$ cat src/rtl/sync_backoff_pkg.sv
`timescale 1ns/1ps
package sync_backoff_pkg;
  typedef enum logic {
    GATE_IDLE = 1'b0,
    GATE_WAIT = 1'b1
  } gate_state_e;
endpackage

$ cat src/rtl/sync_backoff_step.sv
`timescale 1ns/1ps
// Step-size register raised every Nth remote pulse.
module sync_backoff_step #(
  parameter int unsigned I_W = 8,
  parameter int unsigned N_W = 4
) (
  input  logic           clk_i,
  input  logic           rst_ni,
  input  logic           hit_i,
  input  logic [I_W-1:0] step_i,
  input  logic [N_W-1:0] period_i,
  output logic [I_W-1:0] incr_o
);
  localparam logic [I_W-1:0] I_MAX = '1;

  logic [N_W-1:0] cnt_q;
  logic [N_W:0]   cnt_inc;
  logic           roll;
  logic [I_W:0]   incr_sum;
  logic [I_W-1:0] incr_q;

  assign cnt_inc  = {1'b0, cnt_q} + 1'b1;
  // >= keeps the count bounded if the period shrinks mid-run
  assign roll     = (period_i != '0) && (cnt_inc >= {1'b0, period_i});
  assign incr_sum = {1'b0, incr_q} + {1'b0, step_i};

  always_ff @(posedge clk_i or negedge rst_ni) begin
    if (!rst_ni) begin
      cnt_q  <= '0;
      incr_q <= '0;
    end else if (hit_i) begin
      if (roll) begin
        cnt_q  <= '0;
        incr_q <= incr_sum[I_W] ? I_MAX : incr_sum[I_W-1:0];
      end else begin
        cnt_q  <= cnt_inc[N_W-1:0];
      end
    end
  end

  assign incr_o = incr_q;
endmodule

$ cat src/rtl/sync_backoff_acc.sv
`timescale 1ns/1ps
// Delay accumulator: cleared on grant, raised by the step size on each pulse.
module sync_backoff_acc #(
  parameter int unsigned B_W = 8,
  parameter int unsigned I_W = 8
) (
  input  logic           clk_i,
  input  logic           rst_ni,
  input  logic           hit_i,
  input  logic           clr_i,
  input  logic [I_W-1:0] incr_i,
  output logic [B_W-1:0] backoff_o
);
  localparam logic [B_W-1:0] B_MAX = '1;

  logic [B_W-1:0] b_q;
  logic [B_W-1:0] base;
  logic [B_W:0]   sum;

  assign base = clr_i ? '0 : b_q;
  assign sum  = {1'b0, base} + {{(B_W+1-I_W){1'b0}}, incr_i};

  always_ff @(posedge clk_i or negedge rst_ni) begin
    if (!rst_ni)    b_q <= '0;
    else if (hit_i) b_q <= sum[B_W] ? B_MAX : sum[B_W-1:0];
    else            b_q <= base;
  end

  assign backoff_o = b_q;
endmodule

$ cat src/rtl/sync_backoff_gate.sv
`timescale 1ns/1ps
// Holds a miss request for the delay sampled when it first appears.
module sync_backoff_gate
  import sync_backoff_pkg::*;
#(
  parameter int unsigned B_W = 8
) (
  input  logic           clk_i,
  input  logic           rst_ni,
  input  logic           req_i,
  input  logic [B_W-1:0] backoff_i,
  output logic           gnt_o,
  output logic           busy_o
);
  gate_state_e    st_q;
  logic [B_W-1:0] wait_q;

  always_comb begin
    gnt_o = 1'b0;
    if (req_i) begin
      if (st_q == GATE_IDLE) gnt_o = (backoff_i == '0);
      else                   gnt_o = (wait_q == '0);
    end
  end

  always_ff @(posedge clk_i or negedge rst_ni) begin
    if (!rst_ni) begin
      st_q   <= GATE_IDLE;
      wait_q <= '0;
    end else begin
      unique case (st_q)
        GATE_IDLE: if (req_i && backoff_i != '0) begin
          st_q   <= GATE_WAIT;
          wait_q <= backoff_i - 1'b1;
        end
        GATE_WAIT: begin
          if (!req_i || wait_q == '0) st_q <= GATE_IDLE;
          else                        wait_q <= wait_q - 1'b1;
        end
        default: st_q <= GATE_IDLE;
      endcase
    end
  end

  assign busy_o = (st_q == GATE_WAIT);
endmodule

$ cat src/rtl/sync_backoff.sv
`timescale 1ns/1ps
module sync_backoff #(
  parameter int unsigned B_W = 8,
  parameter int unsigned I_W = 8,
  parameter int unsigned N_W = 4
) (
  input  logic           clk_i,
  input  logic           rst_ni,
  input  logic           remote_rd_i,
  input  logic [I_W-1:0] step_i,
  input  logic [N_W-1:0] period_i,
  input  logic           miss_req_i,
  output logic           miss_grant_o
);
  logic [I_W-1:0] incr_q;
  logic [B_W-1:0] backoff_q;
  logic           gate_busy;

  sync_backoff_step #(.I_W(I_W), .N_W(N_W)) u_step (
    .clk_i    (clk_i),
    .rst_ni   (rst_ni),
    .hit_i    (remote_rd_i),
    .step_i   (step_i),
    .period_i (period_i),
    .incr_o   (incr_q)
  );

  sync_backoff_acc #(.B_W(B_W), .I_W(I_W)) u_acc (
    .clk_i     (clk_i),
    .rst_ni    (rst_ni),
    .hit_i     (remote_rd_i),
    .clr_i     (miss_grant_o),
    .incr_i    (incr_q),
    .backoff_o (backoff_q)
  );

  sync_backoff_gate #(.B_W(B_W)) u_gate (
    .clk_i     (clk_i),
    .rst_ni    (rst_ni),
    .req_i     (miss_req_i),
    .backoff_i (backoff_q),
    .gnt_o     (miss_grant_o),
    .busy_o    (gate_busy)
  );
endmodule

$ cat config.mk
export PLATFORM = sky130hd
export DESIGN_NAME = sync_backoff
export DESIGN_NICKNAME = d
export VERILOG_FILES = /design/src/rtl/sync_backoff_pkg.sv /design/src/rtl/sync_backoff_step.sv /design/src/rtl/sync_backoff_acc.sv /design/src/rtl/sync_backoff_gate.sv /design/src/rtl/sync_backoff.sv
export SDC_FILE = /design/constraint.sdc
export NUM_CORES = 1
export LEC_CHECK = 0
export ABC_AREA = 1
export BUFFER_PORTS_ARGS = -buffer_cell sky130_fd_sc_hd__buf_2
export CORE_ASPECT_RATIO = 0.5
export CORE_UTILIZATION = 38
export DETAILED_ROUTE_END_ITERATION = 8
export MAX_ROUTING_LAYER = met4
export PLACE_DENSITY = 0.58
export SLEW_MARGIN = 20
export SYNTH_ARGS = -nofsm -noshare
export SYNTH_HDL_FRONTEND = slang
export SYNTH_SLANG_ARGS = --single-unit
$ cat constraint.sdc
create_clock -name clk_i -period 2.7 [get_ports clk_i]
set_clock_uncertainty 0.15 [all_clocks]
set_input_delay 0.135 -clock clk_i [delete_from_list [all_inputs] [get_ports clk_i]]
set_output_delay 0.135 -clock clk_i [all_outputs]
set_load 0.03 [all_outputs]
# [Word level (Yosys, flattened, before mapping)]
# Index checks and enable logic that the tools add are counted.
[classes] n_addsub=5 order_cmp=1 n_eq_ne=2 muxes=13 bitwise_logic=1 n_reduce_logical=10
[ops] operator="$mux 8" count=6
[ops] operator="$add 8x8->9" count=2
[ops] operator="$logic_not 8->1" count=2
[ops] operator="$pmux 8 s2" count=1
[ops] operator="$sub 8x1->8 const B" count=2
[ops] operator="$reduce_bool 8->1" count=1
[ops] operator="$add 4x1->5 const B" count=1
[ops] operator="$ge 5x4->1" count=1
[ops] operator="$mux 1" count=4
[ops] operator="$mux 4" count=1
[ops] operator="$ne 2x2->1 const B" count=2
[ops] operator="$reduce_and 2->1" count=2
[ops] operator="$reduce_bool 4->1" count=1
[ops] operator="$logic_and 1x1->1" count=2
[ops] operator="$pmux 1 s2" count=1
[ops] operator="$logic_not 1->1" count=1
[ops] operator="$logic_or 1x1->1" count=1
[ops] operator="$not 1->1" count=1
[word_totals] register_bits=29 inputBits=16 output_inout_bits=1 wordCells=37

# [Longest topological paths before layout]
# Gate-level depths: netlist of the first run.
[depth] ltp_word=7 mapped_depth=18 depth_no_buf=18

# [Cells and area by module]
# Synthesis of the first run repeated with hierarchy kept, for this count alone.
[hier_totals] cells_unflattened=397 hier_area_um2=2702.6
[modules_own_cells] mod="sync_backoff_step" n_inst=1 cells_each=152 area_each_um2=1089.8 seq_area_each_um2=300.3
[modules_own_cells] mod="sync_backoff_gate" n_inst=1 cells_each=127 area_each_um2=824.5 seq_area_each_um2=225.2
[modules_own_cells] mod="sync_backoff_acc" n_inst=1 cells_each=118 area_each_um2=788.3 seq_area_each_um2=200.2

# [Worst setup path before layout of the first run]
# OpenSTA, ideal clock, no wires.
[synth_timing] path_type="reg-to-reg" start="register u_acc.b_q[0] (netlist: u_acc.backoff_o[0])" end="register u_acc.b_q[5] (netlist: u_acc.backoff_o[5])" setup_ps=117 arrival_time_ps=2408 required_time_ps=2433 path_slack_ps=25 stages_incl_launch_ff=17 path_buffers=0 synth_period_minus_slack_ps=2675 cell_sequence="dfrtp_1 > inv_1 > nand4_1 > nor2_1 > nand2_1 > nand2_2 > nand2_2 > inv_2 > nor2_1 > ha_1 > fa_1 > nand3_1 > nand2_1 > a21oi_2 > nand3_1 > nand2_1 > nand2_1"
[synth_via] elab_chain_cells=7
[synth_rtl] item="start: declaration" line_no="sync_backoff_acc.sv:16" rtl="logic [B_W-1:0] b_q;"
[synth_rtl] item="start signal: assignment" line_no="sync_backoff_acc.sv:25" rtl="else if (hit_i) b_q <= sum[B_W] ? B_MAX : sum[B_W-1:0];"
[synth_rtl] item="start signal: assignment" line_no="sync_backoff_acc.sv:26" rtl="else b_q <= base;"
[synth_rtl] item="$logic_not 8->1 *" line_no="sync_backoff_gate.sv:21" rtl="if (st_q == GATE_IDLE) gnt_o = (backoff_i == '0);"
[synth_rtl] item="$mux 1 *" line_no="sync_backoff_gate.sv:21"
[synth_rtl] item="$mux 1 *" line_no="sync_backoff_gate.sv:20" rtl="if (req_i) begin"
[synth_rtl] item="via miss_grant_o" line_no="sync_backoff.sv:13" rtl="output logic miss_grant_o"
[synth_rtl] item="$mux 8 *" line_no="sync_backoff_acc.sv:20" rtl="assign base = clr_i ? '0 : b_q;"
[synth_rtl] item="$add 8x8->9" line_no="sync_backoff_acc.sv:21" rtl="assign sum = {1'b0, base} + {{(B_W+1-I_W){1'b0}}, incr_i};"
[synth_rtl] item="$mux 8" line_no="sync_backoff_acc.sv:25"
[synth_rtl] item="$mux 8 *" line_no="sync_backoff_acc.sv:25"
# Mark *: on every way through the listed nets, which the timed path passes. The rest lies on a longest branch.
# A chain may end at the register's enable or synchronous reset.

# [Final worst setup path of the first run]
[layout_timing] start="register u_acc.b_q[5] (netlist: u_acc.backoff_o[5])" end="register u_acc.b_q[1] (netlist: u_acc.backoff_o[1])"
[layout_via] elab_chain_cells=7
[layout_rtl] item="$logic_not 8->1" line_no="sync_backoff_gate.sv:21"
[layout_rtl] item="$mux 1" line_no="sync_backoff_gate.sv:21"
[layout_rtl] item="$mux 1" line_no="sync_backoff_gate.sv:20"
[layout_rtl] item="$mux 8 *" line_no="sync_backoff_acc.sv:20"
[layout_rtl] item="$add 8x8->9" line_no="sync_backoff_acc.sv:21"
[layout_rtl] item="$mux 8" line_no="sync_backoff_acc.sv:25"
[layout_rtl] item="$mux 8 *" line_no="sync_backoff_acc.sv:25"
# Every way passes the cells marked *; elsewhere a longest branch is shown, timed or not.

==> results of run 1 <==
## registers in the layout, summed over array words and instances (netlist names)
register	flops
u_acc.backoff_o	8
u_gate.busy_o	1
u_gate.wait_q	8
u_step.cnt_q	4
u_step.incr_o	8
## power by group
group / switching (W) / internal [W]
Clock: 0.000173 / 0.000360
Sequential: 0.000171 / 0.000647
Combinational: 0.00146 / 0.000981
Total: 0.00180 / 0.00199
## cell families (layout without fill, tap and decap cells)
group                      count (synthesis)  count (layout)  synth area share, %
adders and majority gates                 24              24                12.90
AOI/OAI and AO/OA                         38              38                9.212
buffers and inverters                     62              96                10.80
xor gates and xnor gates                  10              10                3.582
and+or+nand+nor                          193             193                33.83
DFF                                       29              29                29.68
## area by class of cell
class                           count  area [sq um]  area share, %
Clock buffer                        7         142.6          4.886
Inverter                           56         212.7          7.287
Multi-Input combinational cell    265          1518          51.99
Sequential cell                    29         725.7          24.86
Tap cell                           88         110.1          3.772
Timing Repair Buffer               32         202.7          6.944
Timing Repair inverter              1         7.507         0.2572
## per-layer routing
metal	wire, um	track usage [%]	vias to the layer above
li1	-	-	1197
met1	2725	22.81	1050
met2	2526	29.60	38
met3	162	3.605	5
met4	36	4.082	0
met5	0	-	-
## cell usage in the layout (no fill, tap or decap), drive strengths merged
cell type / instances
dlygate4sd3: 1
nand2: 113
nand4: 8
xor2: 6
o21bai: 1
nand3: 35
or2: 2
o21ai: 25
ha: 22
buf: 31
a21oi: 11
clkinvlp: 1
o21a: 1
dfrtp: 29
clkbuf: 7
inv: 56
fa: 2
nor2: 34
xnor2: 4
nor3: 1
## per-stage QoR
step	worst slack, ns	TNS, ns
final	0.1346	0
after global routing	-0.02894	-0.1451
after CTS	0.04772	0
after detailed placement	-0.02548	-0.09083
after global placement	0.05308	0
after floorplan	0.02502	0
## timing repair
item / CTS / global route
setup buffers: 0 / 10
hold endpoints to repair: 29 / 0
endpoints found under the setup margin: 8 / 8
hold buffers: 1 / 0
pin swaps: 1 / 11
gates resized for setup: 3 / 18
gates cloned: 0 / 1
## tightest hold or removal path, cell delays in order
cell,delay [ns]
buf_2,0.13
nand4_1,0.08
o21ai_0,0.07
## worst min path at each step
stage,startpoint,to,cells past startpoint
after global routing,miss_req_i,u_gate.wait_q[7]$_DFFE_PN0P_,3
final,miss_req_i,u_gate.wait_q[7]$_DFFE_PN0P_,3
after detailed placement,rst_ni,u_gate.wait_q[4]$_DFFE_PN0P_,1
after floorplan,rst_ni,u_acc.backoff_o[0]$_DFF_PN0_,0
after CTS,miss_req_i,u_gate.wait_q[7]$_DFFE_PN0P_,3
after global placement,rst_ni,u_gate.wait_q[4]$_DFFE_PN0P_,1
==> metrics, run 1 <==
Post-synth top flop=dfrtp_1; Final setup viols=0; P_leak=1.581 nW; Clk Latency, worst-skew pair=0.27 ns; Vias/cell=4.791; peak supply drop=0.3983 mV; layout cells sized above 1=18.46%; Crit path largest cell delay=0.42 ns; Setup crit end=u_acc.backoff_o[1]$_DFF_PN0_; drt total wl=5.450 mm; relative slew slack=55.29%; PwrDens=1299 mW/mm^2; DP HPWL=4.139 mm; clock sink count=29; reg2reg end=u_acc.backoff_o[1]$_DFF_PN0_; R2R depth=16; CP delay by family, top=simple AND/OR/NAND/NOR gates; Die W=115.4 um; Area after DPL=0.002619 sq mm; max cap viols=0; worst r2r src=u_acc.backoff_o[5]$_DFF_PN0_; Final Core Density=47.61%; Post-Place Cells=459; Die Height=58.72 um; top cells by count, synth=nand2_1 (110), inv_1 (55), nand3_1 (33); Synth Cell Area=0.002445 sq mm; final slew viol count=0; clk slew on worst S/H paths=0.05 ns; IO Pins=17; antenna cells=0; grt ovf=0; crit path from=u_acc.backoff_o[5]$_DFF_PN0_; top cell type's share of synthesized area=29.68%; NumNets Final=430; Crit. End Element=flop; slowest cell on the critical path=fa_2; sequential share of the synthesized area=29.68%; worst setup path class=flop to flop; syn_area_per_cell=6.868 sq um; area added between synthesis and finish=19.40%; number of global-route vias before repair=2166; final hold vios=0; most frequent cell on the critical path=nand2_1; Layout Cells excl Fill=478; Worst Hold Class=input pin to flop; gr usage total=17.90%; post-synthesis cell count=356; total power=0.003793 W; Yosys cell types=29; largest net degree at the start of global routing=30; syn_nets=396; Die Area=0.006778 sq mm; DR DRC count=0; # rows=20; Clock Tree Root=clkbuf_16; starting density of the core=39.88%; Fillers=626; asr flop ratio synth=100.0%; DRT antenna net count=0; Max FO, Critical Path=8; H-tree depth=2; Critical Path Stages=16; top-count cell post-synth=nand2_1; CTS Buffer Depth=2; FF+latch count, synth=29; CP bufs+invs=2; Synth area leader=dfrtp_1; vias post-DR=2290; global-route wire length before repair=9.259 mm; First-pass DRT Iterations=5; Inserted Clock Buffers=5; Worst Tran Pin Value=0.6707 ns; largest cells by area after synthesis=dfrtp_1 (30%), nand2_1 (17%), ha_1 (11%); fmax=389.8 MHz; CP startpoint kind=flop; Avg WL per Cell=11.40 um; number of synthesized flops with an enable pin=0; Placeable Area=0.006131 sq mm; Iter 0 DRT Violations=163; Final Wtd Congestion=0.8571; WP data arrival=2.57 ns; crit share post-route=95.02%; CP cell instances=inv_1, nand4_1, nor2_1, nand2_1, nand2_2, nand2_4, inv_4, nor2_2, ha_2, fa_2, nand3_4, nand2_4, a21oi_4, nand2_1, nand2_1, nand2_1; fin crit period=2.565 ns; CTS tree=built; slack of the worst reg-to-reg path=0.13 ns; antenna violations before repair=0; number of port buffers=16; worst path required time=2.70 ns; status=completed; Hold Worst Slack=0.03525 ns; Ys Warns=0; Finished Cell Area=0.002919 sq mm
No activity file was read; power rests on OpenSTA's default activity.
==> inputs of run 2 (changes only) <==
--- a/config.mk
+++ b/config.mk
@@ -9,8 +9,9 @@
 export BUFFER_PORTS_ARGS = -buffer_cell sky130_fd_sc_hd__buf_2
 export CORE_ASPECT_RATIO = 0.5
-export CORE_UTILIZATION = 38
+export CORE_UTILIZATION = 54
+export CTS_BUF_LIST = sky130_fd_sc_hd__clkbuf_2 sky130_fd_sc_hd__clkbuf_4 sky130_fd_sc_hd__clkbuf_8
 export DETAILED_ROUTE_END_ITERATION = 8
 export MAX_ROUTING_LAYER = met4
-export PLACE_DENSITY = 0.58
+export PLACE_DENSITY = 0.77
 export SLEW_MARGIN = 20
 export SYNTH_ARGS = -nofsm -noshare
==> constraint.sdc (replaced) <==
create_clock -name clk_i -period 2.7 [get_ports clk_i]
set_clock_uncertainty 0.15 [all_clocks]
set_input_delay 0.54 -clock clk_i [delete_from_list [all_inputs] [get_ports clk_i]]
set_output_delay 0.54 -clock clk_i [all_outputs]
set_load 0.03 [all_outputs]
==> run 2 against run 1 <==
  * Core utilization rose by 20 points
  * Routed wire length fell by 2.5%
  * Cell count fell by 8.2%
  * Sequential share of layout area rose by 1.3 points
  * Maximum frequency rose by 1.9%
  * Critical path type unchanged
  * Largest power group unchanged
==> metrics, run 2 (synthesized netlist as in run 1, its figures left out) <==
First-pass DRT Iterations=5; Die W=97.16 um; wire length on met3=256 um; area added between synthesis and finish=13.41%; relative slew slack=57.04%; fin crit period=2.517 ns; Placeable Area=0.004124 sq mm; final hold vios=0; gr usage total=24.46%; DR top layer=met4; CP delay by family, top=simple AND/OR/NAND/NOR gates; P_leak=1.537 nW; Area after DPL=0.002576 sq mm; CTS tree=built; Internal=0.001846 W; Final Wtd Congestion=0.9781; Hold Worst Slack=0.1332 ns; Vias/cell=5.273; vias post-DR=2315; Clk Latency, worst-skew pair=0.28 ns; NumNets Final=424; CP bufs+invs=2; IO Pins=17; Sequential Power Share=22.7%; global-route wire length before repair=9.183 mm; H-tree depth=2; CP startpoint kind=flop; DR DRC count=0; max cap viols=0; CTS Buffer Depth=2; Avg WL per Cell=12.10 um; Final setup viols=0; clock sink count=29; Die Area=0.004817 sq mm; grt ovf=0; Crit path largest cell delay=0.40 ns; Inserted Clock Buffers=5; DP HPWL=4.089 mm; layout cells sized above 1=15.06%; WP data arrival=2.54 ns; sw power=0.001733 W; starting density of the core=59.28%; Worst Tran Pin Value=0.6445 ns; antenna cells=0; fmax=397.3 MHz; slowest cell on the critical path=dfrtp_1; worst setup path class=flop to flop; # rows=16; clock network fraction of total power=13.2%; DRT antenna net count=0; commonest non-fill, non-tap cell in the layout=nand2_1; antenna violations before repair=0; most frequent cells in the layout=nand2_1 (109), inv_1 (55), nand3_1 (32); status=completed; Worst Hold Class=input pin to async pin; RSZ-0062 raised after global routing=false; combinational power share=64.0%; clk slew on worst S/H paths=0.07 ns; peak supply drop=0.5632 mV; number of global-route vias before repair=2136; largest net degree at the start of global routing=30; most frequent cell on the critical path=nand2_1; DR WL met2=2.420 mm; drt total wl=5.313 mm; PwrDens=1291 mW/mm^2; post-route met1 wirelength=2.599 mm; crit share post-route=93.22%; TNS Setup=0 ns; Finished Cell Area=0.002773 sq mm; Iter 0 DRT Violations=85; Crit. End Element=flop; Die Height=49.58 um; final slew viol count=0; number of port buffers=16; Clock Tree Root=clkbuf_8; Sw Ratio=48.42%; worst path required time=2.73 ns; Max FO, Critical Path=8; CP cell instances=inv_1, nand4_1, nor2_1, nand2_1, nand2_2, nand2_4, inv_4, nor2_1, ha_2, fa_2, nand3_1, nand2_2, a21oi_4, nand3_2, nand2_1, nand2_1
## run 2: changes by cell type in the layout (fill, tap and decap cells not counted), moves of 3 or more
cell and delta:
inv_1 +6, inv_2 -6, buf_4 -5, clkbuf_16 -5, clkbuf_8 +5, nand3_1 +3
## run 2: path summary, 6_finish.rpt
path | from | end | slack (ns) | depth (start not counted)
min reg2reg | u_acc.backoff_o[7]$_DFF_PN0_ | u_acc.backoff_o[7]$_DFF_PN0_ | 0.36 | 2
min in group clk_i | u_acc.backoff_o[7]$_DFF_PN0_ | u_acc.backoff_o[7]$_DFF_PN0_ | 0.36 | 2
max in group asynchronous | rst_ni | u_gate.wait_q[3]$_DFFE_PN0P_ | 1.85 | 1
max reg2reg | u_acc.backoff_o[3]$_DFF_PN0_ | u_acc.backoff_o[7]$_DFF_PN0_ | 0.18 | 16
min | rst_ni | u_acc.backoff_o[1]$_DFF_PN0_ | 0.13 | 1
max | u_acc.backoff_o[3]$_DFF_PN0_ | u_acc.backoff_o[7]$_DFF_PN0_ | 0.18 | 16
## run 2: area by class of cell
cell class	instances	area (sq um)
fill	372	1351
multi-input combinational	265	1484
sequential	29	725.7
inverter	56	212.7
timing repair inverter	1	7.507
clock buffer	6	82.58
timing repair buffer	26	155.1
tap	54	67.56
clock inverter	2	37.54
## run 2: through the flow
stage	total power, W	cells	setup slack, ns	util [%]
finish	0.003579	439	0.1831	67.23
global route	0.003980	439	0.0005234	67.23
CTS	0.003465	433	0.05648	65.56
detailed placement	0.002950	425	-0.01074	62.47
global placement	0.002844	425	0.08717	62.47
floorplan	0.002519	356	0.02502	-
## run 2: per-layer routing
| metal | vias up | GRT usage, % |
|---|---|---|
| li1 | 1188 | - |
| met1 | 1048 | 31.18 |
| met2 | 74 | 40.61 |
| met3 | 5 | 4.823 |
| met4 | 0 | 5.970 |
| met5 | - | - |
## run 2: repair_timing
| action | CTS | global route |
|---|---|---|
| endpoints found under the setup margin | 3 | 8 |
| buffers inserted | 0 | 5 |
| gates cloned | 0 | 1 |
| pin swaps | 0 | 3 |
| hold buffers | 0 | 0 |
| resized for setup | 1 | 7 |
## run 2: power groups by stage
| stage | combinational [W] | sequential [W] | clock (W) |
|---|---|---|---|
| finish | 0.00229 | 0.000814 | 0.000474 |
| global route | 0.00264 | 0.000837 | 0.000506 |
| CTS | 0.00217 | 0.000819 | 0.000477 |
| detailed placement | 0.00213 | 0.000825 | 0 |
| global placement | 0.00203 | 0.000816 | 0 |
| floorplan | 0.00175 | 0.000772 | 0 |
==> inputs of run 3 (changes only) <==
PLACE_DENSITY = 0.74   (was 0.77)
REMOVE_ABC_BUFFERS = 1   (was not set)
SLEW_MARGIN = not set   (was 20)
clock period = 2.65 ns   (was 2.7 ns; I/O delays follow)
==> run 3 against run 2 <==
  * Setup slack got worse by 0.038 ns
  * Clock power increased by 3%
  * Combinational power increased by 10%
  * Register-to-register slack got worse by 0.04 ns
  * Hold slack got worse by 0.029 ns
==> metrics, run 3 (synthesized netlist as in run 1, its figures left out) <==
fmax=399.2 MHz; NumNets Final=423; Hold Worst Slack=0.1044 ns; peak supply drop=0.6531 mV; area added between synthesis and finish=16.38%; vias post-DR=2283; Inserted Clock Buffers=5; crit share post-route=94.54%; final hold vios=0; DP HPWL=4.053 mm; Clock Tree Root=clkbuf_8; clk slew on worst S/H paths=0.07 ns; most frequent cell on the critical path=nand2_1; Die W=97.16 um; antenna cells=0; Area after DPL=0.002576 sq mm; Clk Latency, worst-skew pair=0.29 ns; Fillers=338; Vias/cell=5.212; number of port buffers=16; R2R depth=18; Max FO, Critical Path=6; max cap viols=0; CTS Hold Bufs=0; final slew viol count=0; P_leak=1.548 nW; Crit path largest cell delay=0.40 ns; slowest cell on the critical path=dfrtp_1; number of global-route vias before repair=2065; Final setup viols=0; reg2reg end=u_acc.backoff_o[5]$_DFF_PN0_; First-pass DRT Iterations=4; DR DRC count=0; CP startpoint kind=flop; most frequent cells in the layout=nand2_1 (109), inv_1 (49), nand3_1 (29), nor2_1 (29), dfrtp_1 (29); Worst Tran Pin Value=0.6485 ns; Finished Cell Area=0.002845 sq mm; layout cells sized above 1=18.49%; worst path required time=2.67 ns; status=completed; largest net degree at the start of global routing=30; # rows=16; relative slew slack=56.77%; grt ovf=0; worst r2r src=u_acc.backoff_o[4]$_DFF_PN0_; slack of the worst reg-to-reg path=0.14 ns; antenna violations before repair=0; Worst Hold Class=input pin to async pin; gr usage total=24.21%; commonest non-fill, non-tap cell in the layout=nand2_1; CTS tree=built; IO Pins=17; Die Height=49.58 um; Avg WL per Cell=12.00 um; Final Wtd Congestion=0.9628; CTS Buffer Depth=2; drt total wl=5.258 mm; H-tree depth=2; Iter 0 DRT Violations=99; Crit. End Element=flop; WP data arrival=2.53 ns; Placeable Area=0.004124 sq mm; CP cell instances=inv_1, nand4_1, nor2_1, nand2_1, nand2_2, nand2_4, inv_6, buf_4, nor2_1, ha_1, a21oi_2, nand2_1, nand3_1, nand2_1, nand2_1, nand3_2, nand2_1, nand2_1; DRT antenna net count=0; starting density of the core=59.28%; global-route wire length before repair=9.108 mm; Die Area=0.004817 sq mm; worst setup path class=flop to flop; clock sink count=29; fin crit period=2.505 ns; PwrDens=1357 mW/mm^2
## run 3: changes by cell type in the layout (fill, tap and decap cells not counted), sizes merged
cell / delta
clkbuf: +1
clkinvlp: -2
## run 3: metal layers
metal	up-vias	GRT usage (%)	routed length (um)
li1	1185	-	-
met5	-	-	0
met2	39	39.79	2422
met3	5	4.255	154
met1	1054	31.64	2646
met4	0	5.473	36
## run 3: layout make-up
| type | count | area, sq um | share of cell area [%] |
|---|---|---|---|
| Sequential cell | 29 | 725.7 | 25.51 |
| Clock inverter | 1 | 30.03 | 1.055 |
| Clock buffer | 7 | 90.09 | 3.166 |
| Tap cell | 54 | 67.56 | 2.375 |
| Multi-Input combinational cell | 265 | 1562 | 54.88 |
| Timing Repair Buffer | 26 | 155.1 | 5.453 |
| Inverter | 56 | 215.2 | 7.564 |
## run 3: critical path, delay by kind of cell, from the launching register on
| kind | cells | cell delay [ns] |
|---|---|---|
| fa+ha+maj | 1 | 0.34 |
| buf+inv | 3 | 0.28 |
| compound gates | 1 | 0.15 |
| simple gates | 13 | 1.08 |
| flops | 1 | 0.40 |
## run 3: what timing repair did
action                                  CTS  global route
pin swaps                                 1            13
gates resized for setup                   2            26
setup buffers                             0             5
endpoints found under the setup margin    8             8
## run 3: worst max path at each step
stage                                 start                           end  slack (ns)  depth (start not counted)
2_1_floorplan       u_gate.busy_o$_DFF_PN0_  u_acc.backoff_o[5]$_DFF_PN0_       -0.11                         13
6_report       u_acc.backoff_o[4]$_DFF_PN0_  u_acc.backoff_o[5]$_DFF_PN0_        0.14                         18
3_3_place_gp   u_gate.wait_q[3]$_DFFE_PN0P_  u_acc.backoff_o[6]$_DFF_PN0_        0.07                         16
5_1_grt        u_gate.wait_q[3]$_DFFE_PN0P_  u_acc.backoff_o[5]$_DFF_PN0_       -0.03                         18
3_5_place_dp   u_acc.backoff_o[4]$_DFF_PN0_  u_acc.backoff_o[5]$_DFF_PN0_       -0.06                         16
4_1_cts        u_acc.backoff_o[4]$_DFF_PN0_  u_acc.backoff_o[5]$_DFF_PN0_       0.003                         16
## run 3: per-stage QoR
step	setup WS [ns]	total power (W)	setup TNS [ns]	utilization (%)	instances
2_1_floorplan	-0.1081	0.002540	-0.7275	-	350
3_3_place_gp	0.07217	0.002912	0	62.47	425
3_5_place_dp	-0.06208	0.003010	-0.3249	62.47	425
4_1_cts	0.003102	0.003532	0	65.63	433
5_1_grt	-0.02734	0.004277	-0.04628	68.99	438
6_report	0.1447	0.003860	0	68.99	438
## run 3: power by group
group	internal, W	leakage (nW)	switching (W)
combinational	0.00104	1.13	0.00149
clock	0.000316	0.0619	0.000171
sequential	0.000657	0.353	0.000194
total	0.00201	1.55	0.00185
